===== src/rtl/i2cf_pkg.sv =====
package i2cf_pkg;

    localparam int DATA_W = 8;
    localparam int ADDR_W = 3;
    localparam int NFLAG  = 3;

    localparam logic [ADDR_W-1:0] ADDR_DATA  = 3'd0;
    localparam logic [ADDR_W-1:0] ADDR_CTRL  = 3'd1;
    localparam logic [ADDR_W-1:0] ADDR_STAT  = 3'd2;
    localparam logic [ADDR_W-1:0] ADDR_IEN   = 3'd3;
    localparam logic [ADDR_W-1:0] ADDR_RXCNT = 3'd4;
    localparam logic [ADDR_W-1:0] ADDR_TXCNT = 3'd5;

    localparam int CTL_TXCLR = 0;
    localparam int CTL_RXCLR = 1;

    localparam int FLG_TXLVL = 0;
    localparam int FLG_RXLVL = 1;
    localparam int FLG_TEND  = 2;

    typedef struct packed {
        logic [3:0] rx_trig;
        logic [1:0] tx_code;
    } trig_cfg_t;

    function automatic int unsigned tx_level(input logic [1:0] code, input int unsigned depth);
        case (code)
            2'd0:    return depth / 2;
            2'd1:    return depth / 4;
            2'd2:    return depth / 8;
            default: return 0;
        endcase
    endfunction

endpackage


===== src/rtl/i2cf_fifo.sv =====
module i2cf_fifo #(
    parameter int DEPTH = 16,
    parameter int W     = 8,
    localparam int AW   = (DEPTH > 1) ? $clog2(DEPTH) : 1,
    localparam int CW   = $clog2(DEPTH + 1)
) (
    input  logic          clk,
    input  logic          rst_n,
    input  logic          flush,
    input  logic          push,
    input  logic [W-1:0]  din,
    input  logic          pop,
    output logic [W-1:0]  dout,
    output logic [CW-1:0] count,
    output logic          empty,
    output logic          full
);

    typedef struct packed {
        logic [AW-1:0] wp;
        logic [AW-1:0] rp;
        logic [CW-1:0] cnt;
    } ptr_t;

    ptr_t d, q;
    logic [W-1:0] mem [DEPTH];
    logic do_push, do_pop;

    function automatic logic [AW-1:0] nxt(input logic [AW-1:0] p);
        return (p == AW'(DEPTH - 1)) ? '0 : p + AW'(1);
    endfunction

    assign empty   = (q.cnt == '0);
    assign full    = (q.cnt == CW'(DEPTH));
    assign do_push = push && !full && !flush;
    assign do_pop  = pop && !empty && !flush;

    always_comb begin
        d = q;
        if (flush) begin
            d = '0;
        end else begin
            if (do_push) d.wp = nxt(q.wp);
            if (do_pop)  d.rp = nxt(q.rp);
            case ({do_push, do_pop})
                2'b10:   d.cnt = q.cnt + CW'(1);
                2'b01:   d.cnt = q.cnt - CW'(1);
                default: d.cnt = q.cnt;
            endcase
        end
    end

    always_ff @(posedge clk or negedge rst_n) begin
        if (!rst_n) q <= '0;
        else        q <= d;
    end

    always_ff @(posedge clk) begin
        if (do_push) mem[q.wp] <= din;
    end

    assign dout  = empty ? '0 : mem[q.rp];
    assign count = q.cnt;

endmodule


===== src/rtl/i2cf_regs.sv =====
module i2cf_regs
    import i2cf_pkg::*;
#(
    parameter int DEPTH = 16,
    localparam int CW   = $clog2(DEPTH + 1)
) (
    input  logic              clk,
    input  logic              rst_n,
    input  logic              wr,
    input  logic [ADDR_W-1:0] addr,
    input  logic [DATA_W-1:0] wdata,
    input  logic [CW-1:0]     tx_cnt,
    input  logic [CW-1:0]     rx_cnt,
    input  logic              tx_done,
    output logic              flush_tx,
    output logic              flush_rx,
    output trig_cfg_t         cfg,
    output logic [NFLAG-1:0]  stat,
    output logic [NFLAG-1:0]  ien,
    output logic              irq
);

    typedef struct packed {
        trig_cfg_t        cfg;
        logic [NFLAG-1:0] stat;
        logic [NFLAG-1:0] ien;
    } reg_t;

    reg_t d, q;
    logic [NFLAG-1:0] set_vec;
    logic [NFLAG-1:0] kept;
    logic wr_ctrl, wr_stat, wr_ien;

    assign wr_ctrl = wr && (addr == ADDR_CTRL);
    assign wr_stat = wr && (addr == ADDR_STAT);
    assign wr_ien  = wr && (addr == ADDR_IEN);

    always_comb begin
        set_vec            = '0;
        set_vec[FLG_TXLVL] = (tx_cnt <= CW'(tx_level(q.cfg.tx_code, DEPTH)));
        set_vec[FLG_RXLVL] = (int'(rx_cnt) >= int'(q.cfg.rx_trig) + 1);
        set_vec[FLG_TEND]  = tx_done && (tx_cnt == '0);

        kept = wr_stat ? (q.stat & wdata[NFLAG-1:0]) : q.stat;

        d      = q;
        d.stat = kept | set_vec;
        if (wr_ctrl) begin
            d.cfg.rx_trig = wdata[7:4];
            d.cfg.tx_code = wdata[3:2];
        end
        if (wr_ien) d.ien = wdata[NFLAG-1:0];
    end

    always_ff @(posedge clk or negedge rst_n) begin
        if (!rst_n) q <= '0;
        else        q <= d;
    end

    assign flush_tx = wr_ctrl && wdata[CTL_TXCLR];
    assign flush_rx = wr_ctrl && wdata[CTL_RXCLR];
    assign cfg      = q.cfg;
    assign stat     = q.stat;
    assign ien      = q.ien;
    assign irq      = |(q.stat & q.ien);

endmodule


===== src/rtl/i2c_fifo_trig.sv =====
module i2c_fifo_trig
    import i2cf_pkg::*;
#(
    parameter int DEPTH = 16,
    localparam int CW   = $clog2(DEPTH + 1)
) (
    input  logic              clk,
    input  logic              rst_n,
    input  logic              reg_wr,
    input  logic              reg_rd,
    input  logic [ADDR_W-1:0] reg_addr,
    input  logic [DATA_W-1:0] reg_wdata,
    output logic [DATA_W-1:0] reg_rdata,
    input  logic              eng_tx_pop,
    output logic [DATA_W-1:0] eng_tx_data,
    output logic              eng_tx_avail,
    input  logic              eng_tx_done,
    input  logic              eng_rx_push,
    input  logic [DATA_W-1:0] eng_rx_data,
    output logic              eng_rx_space,
    output logic              irq
);

    logic              flush_tx, flush_rx;
    logic              tx_push, rx_pop;
    logic [CW-1:0]     tx_cnt, rx_cnt;
    logic              tx_empty, tx_full, rx_empty, rx_full;
    logic [DATA_W-1:0] rx_head;
    trig_cfg_t         cfg_w;
    logic [NFLAG-1:0]  stat_w, ien_w;
    logic [3:0]        rx_trig_w;

    assign tx_push   = reg_wr && (reg_addr == ADDR_DATA);
    assign rx_pop    = reg_rd && (reg_addr == ADDR_DATA);
    assign rx_trig_w = cfg_w.rx_trig;

    i2cf_fifo #(.DEPTH(DEPTH), .W(DATA_W)) u_txq (
        .clk   (clk),
        .rst_n (rst_n),
        .flush (flush_tx),
        .push  (tx_push),
        .din   (reg_wdata),
        .pop   (eng_tx_pop),
        .dout  (eng_tx_data),
        .count (tx_cnt),
        .empty (tx_empty),
        .full  (tx_full)
    );

    i2cf_fifo #(.DEPTH(DEPTH), .W(DATA_W)) u_rxq (
        .clk   (clk),
        .rst_n (rst_n),
        .flush (flush_rx),
        .push  (eng_rx_push),
        .din   (eng_rx_data),
        .pop   (rx_pop),
        .dout  (rx_head),
        .count (rx_cnt),
        .empty (rx_empty),
        .full  (rx_full)
    );

    i2cf_regs #(.DEPTH(DEPTH)) u_regs (
        .clk      (clk),
        .rst_n    (rst_n),
        .wr       (reg_wr),
        .addr     (reg_addr),
        .wdata    (reg_wdata),
        .tx_cnt   (tx_cnt),
        .rx_cnt   (rx_cnt),
        .tx_done  (eng_tx_done),
        .flush_tx (flush_tx),
        .flush_rx (flush_rx),
        .cfg      (cfg_w),
        .stat     (stat_w),
        .ien      (ien_w),
        .irq      (irq)
    );

    assign eng_tx_avail = !tx_empty;
    assign eng_rx_space = !rx_full;

    always_comb begin
        case (reg_addr)
            ADDR_DATA:  reg_rdata = rx_head;
            ADDR_CTRL:  reg_rdata = {cfg_w.rx_trig, cfg_w.tx_code, 2'b00};
            ADDR_STAT:  reg_rdata = DATA_W'(stat_w);
            ADDR_IEN:   reg_rdata = DATA_W'(ien_w);
            ADDR_RXCNT: reg_rdata = DATA_W'(rx_cnt);
            ADDR_TXCNT: reg_rdata = DATA_W'(tx_cnt);
            default:    reg_rdata = '0;
        endcase
    end

    logic unused_ok;
    assign unused_ok = &{1'b0, tx_full, rx_empty};

endmodule


===== config.mk =====
export PLATFORM = sky130hd
export DESIGN_NAME = i2c_fifo_trig
export DESIGN_NICKNAME = d
export VERILOG_FILES = /design/src/rtl/i2cf_pkg.sv /design/src/rtl/i2cf_fifo.sv /design/src/rtl/i2cf_regs.sv /design/src/rtl/i2c_fifo_trig.sv
export SDC_FILE = /design/constraint.sdc
export NUM_CORES = 1
export LEC_CHECK = 0
export ABC_AREA = 0
export BUFFER_PORTS_ARGS = -buffer_cell sky130_fd_sc_hd__buf_4
export CORE_UTILIZATION = 30
export CTS_CLUSTER_DIAMETER = 40
export DETAILED_ROUTE_END_ITERATION = 8
export PLACE_DENSITY_LB_ADDON = 0.25
export SETUP_SLACK_MARGIN = 0.15
export SYNTH_ARGS = -nofsm -noshare
export SYNTH_HDL_FRONTEND = slang
export SYNTH_SLANG_ARGS = --single-unit

===== constraint.sdc =====
create_clock -name clk -period 4.1 [get_ports clk]
set_clock_uncertainty 0.15 [all_clocks]
set_input_delay 1.23 -clock clk [delete_from_list [all_inputs] [get_ports clk]]
set_output_delay 1.23 -clock clk [all_outputs]
set_load 0.005 [all_outputs]

Word level (Yosys, flattened, before mapping)
Memory sizes are Yosys's and may differ from the RTL's.
Index checks and enable logic that the tools add are counted.

word-level totals
  register bits after elaboration = 38
  RAM bits = 256
  word-level logic and storage cells = 97
  output and inout port bits = 19
  memories kept = 2
  input bits = 26

memory list
  memory     words  bits a word  rd ports  clocked after Yosys merged registers in  write ports  line             source
  u_rxq.mem  16     8            1         0                                        1            i2cf_fifo.sv:26  logic [W-1:0] mem [DEPTH];
  u_txq.mem  16     8            1         0                                        1            i2cf_fifo.sv:26

operators by class
  equality and inequality tests = 17
  $lt $le $gt $ge = 2
  reductions and logical operators = 33
  bitwise logic cells = 3
  add/sub/neg operators = 9
  muxes and demuxes = 21

operators with widths
  operator             number
  $pmux 8 s6           1
  $ge 6x32->1          1
  $mux 4               8
  $mux 13              2
  $pmux 5 s2           2
  $add 4x1->4 const B  4
  $eq 4x4->1 const B   4
  $logic_and 1x1->1    16
  $mux 8               2
  $pmux 4 s3           1
  $add 5x1->5 const B  2
  $eq 5x5->1 const B   2
  $logic_not 5->1      2
  $sub 5x1->5 const B  2
  $reduce_bool 2->1    4
  $and 3x3->3          2
  $eq 2x1->1 const B   3
  $eq 2x2->1 const B   3
  $eq 3x2->1 const B   2
  $eq 3x3->1 const B   2
  $logic_not 1->1      6
  $reduce_bool 3->1    2
  $add 4x1->5 const B  1
  $le 5x4->1           1
  7 further kinds      10

Depth between registers and ports, before layout
Gate-level depths: netlist of the first run.

  word-level depth = 8
  depth in mapped cells = 15
  depth with buffers taken out = 12

By module
A second synthesis of the first run with hierarchy kept.

unflattened totals
  cells, all modules = 748
  area total of the unflattened synthesis = 12836.1 um^2

modules (own cells, without submodules)
  module             times used  cells an instance  seq. area each (um^2)  area an instance (um^2)
  i2cf_fifo (u_rxq)  1           322                4169.0                 5899.4
  i2cf_fifo (u_txq)  1           322                4169.0                 5898.2
  i2cf_regs          1           68                 300.3                  750.7
  i2c_fifo_trig      1           36                 0.0                    287.8

Least setup slack after synthesis of the first run
No wires, ideal clock.

  path kind = in2reg
  start point = in reg_addr[2]
  end point = reg u_txq.q (netlist bit u_txq.count[4])
  path slack = 8 ps
  cell stages on the path = 15
  arrival = 3820 ps
  required time = 3829 ps
  path through = buf_2 > nor4bb_1 > buf_2 > and2_1 > buf_2 > nor2_1 > ha_1 > buf_2 > xor2_1 > ha_1 > a21oi_1 > or3b_2 > a31oi_1 > xnor2_1 > nor2_1

between the ends
  word-level cells in the longest chain between the ends = 8
  elaborated cells on any way between the ends = 14
  those cells by class = 3 x eq/ne; 2 x mux; 9 x reduce/logical

ends and longest elaborated chain
  element                                          line                              source
  start, declared                                  i2c_fifo_trig.sv:11               input logic [ADDR_W-1:0] reg_addr,
  $eq 3x1->1                                       i2cf_regs.sv:34                   assign wr_ctrl = wr && (addr == ADDR_CTRL);
  $logic_and 1x1->1                                i2cf_regs.sv:34
  $logic_and 1x1->1                                i2cf_regs.sv:60                   assign flush_tx = wr_ctrl && wdata[CTL_TXCLR];
  $logic_not 1->1                                  i2cf_fifo.sv:35, i2cf_fifo.sv:36
  $logic_and 1x1->1, on equally long branches      i2cf_fifo.sv:36, i2cf_fifo.sv:35
  $eq 2x1->1 / $eq 2x2->1 (equally long branches)  i2cf_fifo.sv:45                   case ({do_push, do_pop})
  $pmux 5 s2                                       i2cf_fifo.sv:45
  $mux 13                                          i2cf_fifo.sv:40                   if (flush) begin
  end signal, assigned                             i2cf_fifo.sv:54                   if (!rst_n) q <= '0;
  end signal, assigned                             i2cf_fifo.sv:55                   else q <= d;
  end, declared                                    i2cf_fifo.sv:25                   ptr_t d, q;

Parallel ways exist; a longest one is shown, timed or not.
A chain may end at the register's enable or synchronous reset.

Worst setup path in the final report of the first run
  start point = reg u_rxq.q[5] in the netlist's numbering
  end point = out reg_rdata[2]

between the ends
  word-level cells in the longest chain between the ends = 3

ends and longest elaborated chain
  element                 line                 source
  start, declared         i2cf_fifo.sv:25
  start signal, assigned  i2cf_fifo.sv:54
  start signal, assigned  i2cf_fifo.sv:55
  $mem_v2 16x8            --
  $mux 8                  i2cf_fifo.sv:62      assign dout = empty ? '0 : mem[q.rp];
  $pmux 8 s6              i2c_fifo_trig.sv:84  case (reg_addr)
  end, declared           i2c_fifo_trig.sv:13  output logic [DATA_W-1:0] reg_rdata,

Every way passes these cells.

==> flow_summary_export.csv, run 1 <==
group,metric,value,unit
sta,relSlewSlack,0.438,
synthesis,synth-xor-area-share,0.00900,
power,p_sw,3.29,mW
synthesis,synth_top_family_by_area,"multiplexers",
finish,insertedDiodeCount,0,
synthesis,ys_ff_latch,294,
synthesis,synthAdderAreaFrac,0.0257,
drt,drc,0,
synthesis,synthTopCellsByCount,"edfxtp_1 (256), mux4_2 (62), dfrtp_1 (38), nor2_1 (38), mux2i_1 (37)",
global_routing,antenna_found_initial,0,
die,initial_core_util,0.307,
synthesis,yosys_warnings,0,
synthesis,ys_async_sr_fraction,0.129,
drt,finalWirelength,29400,µm
synthesis,synth_top_area_cell,"edfxtp_1",
die,die_height,207,µm
clock_tree,clock_latency,0.56,ns
synthesis,syn_nets,785,
clock_tree,numCtsBuffers,46,
synthesis,syn-cell-area,12600,µm²
clock_tree,cts_tree,"yes",
sta,hold_violations,0,
synthesis,synth_top_flop_cell,"edfxtp_1",
place,gp_congestion,0.760,
critical_path,critPathLaunchType,"flop",
sta,min_period_over_period,0.953,
power,p_per_area,683,nW/µm²
power,p_int,7.47,mW
global_routing,grt_pass1_wl,45000,µm
place,dp_hpwl,19100,µm
sta,drv_slew,0,
sta,worst_pin_slew,0.840,ns
power,leakage,5.51,nW
drt,vias,6945,
drt,postRouteAntennaNets,0,
synthesis,synth.area.mux_share,0.152,
synthesis,synth_edf_count,256,
clock_tree,clock_sinks,294,
global_routing,overflow,0,
finish,fill_cells,3783,
synthesis,ys_types,65,
synthesis,yosysTopAreaCellShare,0.608,
synthesis,synth_most_common_cell,"edfxtp_1",
outcome,outcome,"complete, no violations",
synthesis,synth_cells,733,
critical_path,critical_path_class,"flop to output pin",
clock_tree,clockBufferDepth,3,
synthesis,synth_area_leaders,"edfxtp_1 (61%), mux4_2 (11%), dfrtp_1 (7.5%)",
die,fp.dieArea,43000,µm²
critical_path,worst_ep_required_time,2.72,ns
finish,drive_above_1_share,0.328,
clock_tree,root_buffer,"clkbuf_16",
global_routing,grt_max_degree,39,
sta,tns,0,ns
critical_path,cp_max_fo,11,
sta,period_minus_slack,3.91,ns
critical_path,endpoint_kind,"output pin",
drt,drtPass1Iterations,5,
power,power_frac_clock,0.369,
power,seqPwrFrac,0.354,
place,dp_cells,1320,
min_path,min_path_type,"flop to flop",
die,rows,74,
drt,via_per_inst,4.90,
die,core,41200,µm²
sta,rsz0062_at_grt,"true",
power,switching_share,0.306,
sta,worst_slack,0.193,ns
finish,area_growth,24.5,%
clock_tree,clk_pin_slew,0.06,ns
synthesis,synthSimpleGateAreaFrac,0.0577,
finish,fin_cells,1418,
sta,whs,0.389,ns
sta,max_freq,0.256,GHz
place,io_buffer_count,44,
clock_tree,cts.htree.levels,2,
drt,wire_per_inst,20.7,µm
synthesis,ys_seq_area_frac,0.683,
run,max_cap_viol_count,0,
drt,drt_iter0_markers,462,
die,io_pins,45,
synthesis,synth_area_per_cell,17.3,µm²
power,combPwrFrac,0.277,
clock_tree,hold_buffers,0,
synthesis,synth_compound_area_frac,0.0496,
global_routing,grt_pass1_vias,7243,
die,dieWidth,207,µm
finish,nNetsFinal,901,
place,place_ws,0.123,ns
critical_path,arrival,2.53,ns
power,ir_drop,392,µV
global_routing,grt.total_usage,0.139,
sta,final-setup-viol-count,0,
metal layers:
metal  global-route usage  routed length (µm)
met5                    0                   0
met2                0.230               14400
met3               0.0266                1230
met1                0.183               13200
met4               0.0471                 553
stage by stage:
step	utilization	power, mW	area [µm²]
4_1_cts	0.378	10.8	15600
5_1_grt	0.382	11.3	15700
2_1_floorplan	-	5.63	12700
3_5_place_dp	0.337	6.69	13900
6_report	0.382	10.8	15700
3_3_place_gp	0.337	6.68	13900
worst max-delay path, cell delays in order (launching register included):
cell      delay [ns]
dfrtp_2         0.42
buf_12          0.16
mux4_2          0.48
or3_1           0.32
o311ai_1        0.09
a21oi_1         0.06
or2_1           0.27
buf_4           0.15
sequential cells by signal (all words and copies together), names as in the netlist:
register     flops
u_rxq.mem      128
u_txq.mem      128
u_rxq.q          8
u_txq.q          8
u_regs.cfg       6
u_rxq.count      5
u_txq.count      5
u_regs.ien       3
u_regs.stat      3
repair_timing:
item / CTS / global route
pin swaps: 2 / 3
buffers inserted: 0 / 12
endpoints found under the setup margin: 16 / 12
cloned: 0 / 1
resized for setup: 18 / 12
worst paths after layout:
path	from	end	slack, ns	cells past startpoint
hold reg to reg	u_regs.ien[0]	u_regs.ien[0]	0.39	1
setup reg to reg	u_txq.count[1]	u_txq.count[4]	0.74	12
setup / recovery	u_rxq.q[5]	reg_rdata[2]	0.19	7
hold / removal	u_regs.ien[0]	u_regs.ien[0]	0.39	1
max in group asynchronous	rst_n	u_txq.q[5]	2.84	1
min in group asynchronous	rst_n	u_rxq.q[10]	0.50	1
power by group through the flow:
| stage | clock, mW | combinational, mW | sequential (mW) |
|---|---|---|---|
| final | 3.97 | 2.98 | 3.81 |
| after global routing | 4.19 | 3.25 | 3.84 |
| after detailed placement | 0 | 2.81 | 3.88 |
| after floorplan | 0 | 1.94 | 3.69 |
| after global placement | 0 | 2.80 | 3.88 |
| after CTS | 4.05 | 2.89 | 3.83 |
layout make-up:
class	instances	area (µm²)	share of cell area
multi-input cells	377	3810	0.242
inverters	20	75.1	0.00477
flip-flops and latches	294	8640	0.549
clock inverters	35	423	0.0269
repair buffers	110	941	0.0597
clock buffers	50	1190	0.0754
well taps	532	666	0.0423
cell families (layout without fill, tap and decap cells):
logic type               after synthesis  count (layout)
flip-flops                           294             294
AND/OR/NAND/NOR                      136             136
multiplexers                         110             110
AO/OA/AOI/OAI                         92              92
buffers and inverters                 62             215
adder cells (fa/ha/maj)               26              26
XOR/XNOR                              13              13
cell usage in the layout (no fill, tap or decap), types with 18 or more instances in the layout:
master       n
mux4_2      62
buf_4       98
mux2i_1     32
dfrtp_1     35
inv_1       20
ha_1        24
a21oi_1     21
o21ai_0     18
nor2_1      38
nand2_1     22
edfxtp_1   256
clkbuf_16   48
Power figures use the tool's default switching activity.
==> run 2, diff against run 1 <==
Settings changed: PLACE_DENSITY_LB_ADDON 0.25 to default.
==> flow_summary_export.csv, run 2 (synthesis gave the netlist of run 1 again) <==
group,metric,value,unit
finish,final_common_cell,"edfxtp_1",
min_path,hold-path-endpoint,"u_regs.ien[0]",
critical_path,cp_max_fo,14,
global_routing,antenna_found_initial,2,
critical_path,r2r_start,"u_rxq.count[0]",
place,io_buffer_count,44,
sta,rsz0062_at_grt,"true",
sta,max_freq,0.252,GHz
place,gp_congestion,0.778,
sta,tns,0,ns
drt,postRouteAntennaNets,0,
drt,drt_iter0_markers,562,
critical_path,path_delay_family,"compound AO/OA/AOI/OAI gates",
die,die_height,207,µm
sta,hold_violations,0,
drt,finalWirelength,27600,µm
global_routing,overflow,0,
clock_tree,clockBufferDepth,3,
die,io_pins,45,
clock_tree,clock_latency,0.52,ns
power,p_per_area,643,nW/µm²
die,dieWidth,207,µm
clock_tree,root_buffer,"clkbuf_16",
sta,final-setup-viol-count,0,
sta,drv_slew,0,
place,dp_hpwl,18100,µm
die,fp.dieArea,43000,µm²
global_routing,grt_pass1_vias,6902,
finish,fin_util,0.368,
finish,mostFrequentLayoutCells,"edfxtp_1 (256), buf_4 (96), mux4_2 (63)",
min_path,min_path_cells,1,
die,core,41200,µm²
critical_path,endpoint_kind,"output pin",
critical_path,worst_ep_required_time,2.72,ns
place,place_ws,0.164,ns
sta,relSlewSlack,0.650,
finish,drive_above_1_share,0.292,
clock_tree,hold_buffers,0,
critical_path,arrival,2.58,ns
critical_path,crit_chain,"buf_4 -> a2111oi_4 -> nand2b_1 -> o22a_1 -> o21ai_0 -> buf_4",
clock_tree,clock_sinks,294,
min_path,hold_start,"u_regs.ien[0]",
drt,wire_per_inst,19.9,µm
power,ir_drop,341,µV
clock_tree,clk_pin_slew,0.06,ns
clock_tree,numCtsBuffers,37,
power,leakage,5.24,nW
sta,worst_slack,0.138,ns
sta,period_minus_slack,3.96,ns
outcome,outcome,"complete, no violations",
critical_path,critPathLaunchType,"input pin",
global_routing,grt_pass1_wl,42200,µm
critical_path,regToRegEndpoint,"u_rxq.count[4]",
critical_path,max_stage_delay,0.37,ns
die,rows,74,
finish,area_growth,19.8,%
critical_path,critical_path_class,"input pin to output pin",
drt,drc,0,
finish,fill_cells,3812,
finish,seqCellArea,8640,µm²
critical_path,timing.critical_path.mode_cell,"buf_4",
sta,min_period_over_period,0.966,
finish,largest_registers,"u_rxq.mem x128, u_txq.mem x128",
finish,nNetsFinal,883,
drt,drtPass1Iterations,5,
critical_path,cp_num_buf_inv,2,
critical_path,critPathSlowestCell,"a2111oi_4",
global_routing,grt_max_degree,39,
die,initial_core_util,0.307,
global_routing,grt.total_usage,0.130,
clock_tree,cts_tree,"yes",
run,max_cap_viol_count,0,
min_path,min_path_type,"flop to flop",
critical_path,r2r_setup_slack,0.78,ns
critical_path,ff2ff_path_depth,13,
drt,vias,6870,
drt,via_per_inst,4.94,
sta,worst_pin_slew,0.525,ns
clock_tree,cts.htree.levels,2,
finish,multi_input_area,3740,µm²
## run 2: changes by cell type in the layout (fill, tap and decap cells not counted), sizes merged
cell,previous run,this run
buf,109,101
clkbuf,51,43
clkinv,17,11
inv,30,27
bufinv,4,2
diode,0,1
## run 2: repair_timing
action                     CTS  global route
gates resized for setup      7             2
setup endpoints to repair    8            14
setup buffers                3             4
## run 2: through the flow
stage / std cells / total power [mW] / hold slack, ns / cell area, µm²
2_1_floorplan: 733 / 5.63 / 0.339 / 12700
3_3_place_gp: 1317 / 6.53 / 0.382 / 13800
3_5_place_dp: 1317 / 6.56 / 0.378 / 13800
4_1_cts: 1387 / 9.81 / 0.399 / 15100
5_1_grt: 1392 / 10.2 / 0.409 / 15100
6_report: 1392 / 9.74 / 0.395 / 15100
## run 2: worst max path at each step
| stage | from | to | slack (ns) | depth (start not counted) |
|---|---|---|---|---|
| floorplan | reg_addr[2] | u_txq.count[4] | 0.16 | 15 |
| global placement | reg_addr[0] | reg_rdata[5] | 0.20 | 6 |
| detailed placement | reg_addr[0] | reg_rdata[4] | 0.16 | 6 |
| CTS | reg_addr[0] | reg_rdata[4] | 0.16 | 6 |
| global route | reg_addr[0] | reg_rdata[4] | 0.08 | 6 |
| finish | reg_addr[0] | reg_rdata[3] | 0.14 | 6 |
## run 2: routing by layer
| metal | track usage | share of wire |
|---|---|---|
| met5 | 0 | 0.00040 |
| met4 | 0.0373 | 0.017 |
| met3 | 0.0266 | 0.051 |
| met2 | 0.208 | 0.47 |
| met1 | 0.178 | 0.46 |
## run 2: cell type report
| class | count | area share |
|---|---|---|
| inverter | 20 | 0.00496 |
| multi-input combinational | 377 | 0.247 |
| tap | 532 | 0.0439 |
| sequential | 294 | 0.571 |
| clock buffer | 43 | 0.0654 |
| antenna | 1 | 0.000165 |
| clock inverter | 24 | 0.0151 |
| timing repair buffer | 101 | 0.0530 |
## run 2: where the power goes
part | switching, mW | total (mW) | leakage, nW | internal (mW)
registers | 0.273 | 3.79 | 2.77 | 3.52
clock network | 1.28 | 3.18 | 0.586 | 1.90
logic | 1.38 | 2.77 | 1.89 | 1.39
total | 2.94 | 9.74 | 5.24 | 6.80
==> run 3, diff against run 2 <==
Settings changed: ABC_AREA 0 to 1, PLACE_DENSITY from default to 0.48, SKIP_CTS_REPAIR_TIMING from default to 1.
==> flow_summary_export.csv, run 3 <==
group,metric,value,unit
synthesis,synth_area_per_cell,10.6,µm²
global_routing,grt_max_degree,67,
critical_path,worst_ep_required_time,2.72,ns
die,die_height,211,µm
sta,period_minus_slack,3.79,ns
synthesis,synthTopCellsByCount,"nand2_1 (387), edfxtp_1 (256), nand3_1 (247)",
drt,drtPass1Iterations,5,
critical_path,critical_path_class,"flop to output pin",
die,fp.dieArea,44400,µm²
critical_path,cp_max_fo,37,
synthesis,synth_top_area_cell,"edfxtp_1",
die,dieWidth,211,µm
synthesis,ys_seq_area_frac,0.662,
run,max_cap_viol_count,0,
global_routing,overflow,0,
synthesis,syn-cell-area,13100,µm²
sta,worst_pin_slew,0.703,ns
sta,min_period_over_period,0.923,
clock_tree,clockBufferDepth,3,
global_routing,grt.total_usage,0.161,
global_routing,grt_pass1_wl,54200,µm
clock_tree,clk_pin_slew,0.06,ns
drt,drt_iter0_markers,691,
finish,fill_cells,4348,
drt,drc,0,
sta,drv_slew,0,
finish,largest_registers,"u_rxq.mem x128, u_txq.mem x128",
power,ir_drop,491,µV
place,gp_congestion,0.780,
synthesis,yosys_warnings,0,
place,dp_hpwl,22200,µm
min_path,min_path_type,"flop to flop",
clock_tree,clock_latency,0.55,ns
sta,final-setup-viol-count,0,
clock_tree,cts.htree.levels,2,
synthesis,ys_ff_latch,294,
synthesis,synthSimpleGateAreaFrac,0.235,
power,power_frac_clock,0.344,
finish,mostFrequentLayoutCells,"nand2_1 (387), edfxtp_1 (256), nand3_1 (247)",
synthesis,syn_nets,1281,
synthesis,synth.area.mux_share,0.000862,
drt,wire_per_inst,18.1,µm
synthesis,synth-xor-area-share,0.00872,
synthesis,synth_top_family_by_area,"simple AND/OR/NAND/NOR gates",
sta,hold_violations,0,
global_routing,met3_usage,0.0287,
synthesis,ys_async_sr_fraction,0.129,
finish,area_growth,20.6,%
synthesis,synth_compound_area_frac,0.0270,
power,seqPwrFrac,0.338,
critical_path,endpoint_kind,"output pin",
synthesis,synth_most_common_cell,"nand2_1",
global_routing,grt_pass1_vias,8961,
global_routing,busiest_layer,"met2",
clock_tree,cts_tree,"yes",
power,p_per_area,702,nW/µm²
synthesis,synth_area_leaders,"edfxtp_1 (59%), nand2_1 (11%), nand3_1 (9.5%)",
sta,tns,0,ns
synthesis,synth_cells,1229,
die,io_pins,45,
sta,relSlewSlack,0.530,
global_routing,grt_use_met1,0.235,
power,p_sw,4.03,mW
outcome,outcome,"complete, no violations",
sta,rsz0062_at_grt,"false",
drt,postRouteAntennaNets,0,
clock_tree,numCtsBuffers,44,
synthesis,yosysTopAreaCellShare,0.589,
finish,drive_above_1_share,0.145,
synthesis,ys_types,34,
global_routing,use_met2,0.243,
clock_tree,root_buffer,"clkbuf_16",
sta,max_freq,0.264,GHz
power,switching_share,0.364,
die,core,43000,µm²
critical_path,critPathLaunchType,"flop",
finish,nNetsFinal,1364,
finish,final_common_cell,"nand2_1",
clock_tree,clock_sinks,294,
synthesis,synth_top_flop_cell,"edfxtp_1",
drt,finalWirelength,34900,µm
finish,fin_util,0.366,
synthesis,synth_edf_count,256,
power,p_int,7.03,mW
die,initial_core_util,0.304,
place,io_buffer_count,44,
drt,vias,9059,
power,leakage,6.17,nW
finish,insertedDiodeCount,0,
global_routing,antenna_found_initial,0,
critical_path,arrival,2.41,ns
die,rows,76,
drt,via_per_inst,4.69,
power,combPwrFrac,0.318,
synthesis,synthAdderAreaFrac,0.0249,
run 3: worst max-delay path: stages (launching register included):
cell and delay, ns:
dfrtp_2 0.43, inv_2 0.24, buf_12 0.25, nand2_1 0.07
nand3_1 0.09, nand3_1 0.17, nand2_1 0.11, nand2_1 0.05
a21oi_1 0.25, buf_4 0.17
run 3: cells by family (layout without fill, tap and decap cells):
kind of cell / Yosys count / count (layout)
buf+inv: 126 / 245
fa+ha+maj: 26 / 26
mux: 1 / 1
flops: 294 / 294
simple gates: 705 / 705
xor+xnor: 13 / 13
compound gates: 64 / 64
run 3: layout make-up:
type | instances | area, µm² | share of cell area
clock buffer | 49 | 1140 | 0.0725
timing repair buffer | 92 | 732 | 0.0465
clock inverter | 33 | 367 | 0.0233
multi-input combinational | 809 | 3870 | 0.246
inverter | 71 | 269 | 0.0171
sequential | 294 | 8640 | 0.549
tap | 585 | 732 | 0.0465
run 3: power by group through the flow:
| stage | combinational, mW | clock (mW) | sequential (mW) |
|---|---|---|---|
| final | 3.51 | 3.81 | 3.74 |
| after global routing | 3.96 | 4.02 | 3.77 |
| after CTS | 3.56 | 3.90 | 3.74 |
| after detailed placement | 3.55 | 0 | 3.79 |
| after global placement | 3.55 | 0 | 3.79 |
| after floorplan | 2.28 | 0 | 3.71 |
run 3: through the flow:
step	std cells	power (mW)	setup slack (ns)	hold WS, ns	cell area (µm²)
2_1_floorplan	1229	5.99	0.846	0.320	13100
3_3_place_gp	1851	7.34	0.478	0.342	14200
3_5_place_dp	1851	7.34	0.426	0.341	14200
4_1_cts	1933	11.2	0.225	0.363	15700
5_1_grt	1933	11.7	0.171	0.372	15700
6_report	1933	11.1	0.314	0.360	15700
run 3: path summary, 6_finish.rpt:
| check | start | end | slack, ns | depth (start not counted) |
|---|---|---|---|---|
| worst max-delay path | u_txq.q[5] | eng_tx_data[5] | 0.31 | 9 |
| worst min-delay path | u_regs.stat[0] | u_regs.stat[0] | 0.36 | 2 |
| worst max register to register | u_txq.count[2] | u_txq.count[4] | 1.10 | 14 |
| worst min register to register | u_regs.stat[0] | u_regs.stat[0] | 0.36 | 2 |
| max in group asynchronous | rst_n | u_rxq.q[5] | 2.85 | 1 |
| min in group asynchronous | rst_n | u_txq.q[5] | 0.49 | 1 |
run 3: per-layer routing:
metal | wire [µm] | share of wire | up-vias
met3 | 1590 | 0.046 | 45
met5 | 0 | 0 | -
li1 | - | - | 4440
met1 | 17000 | 0.49 | 4368
met2 | 15600 | 0.45 | 206
met4 | 801 | 0.023 | 0
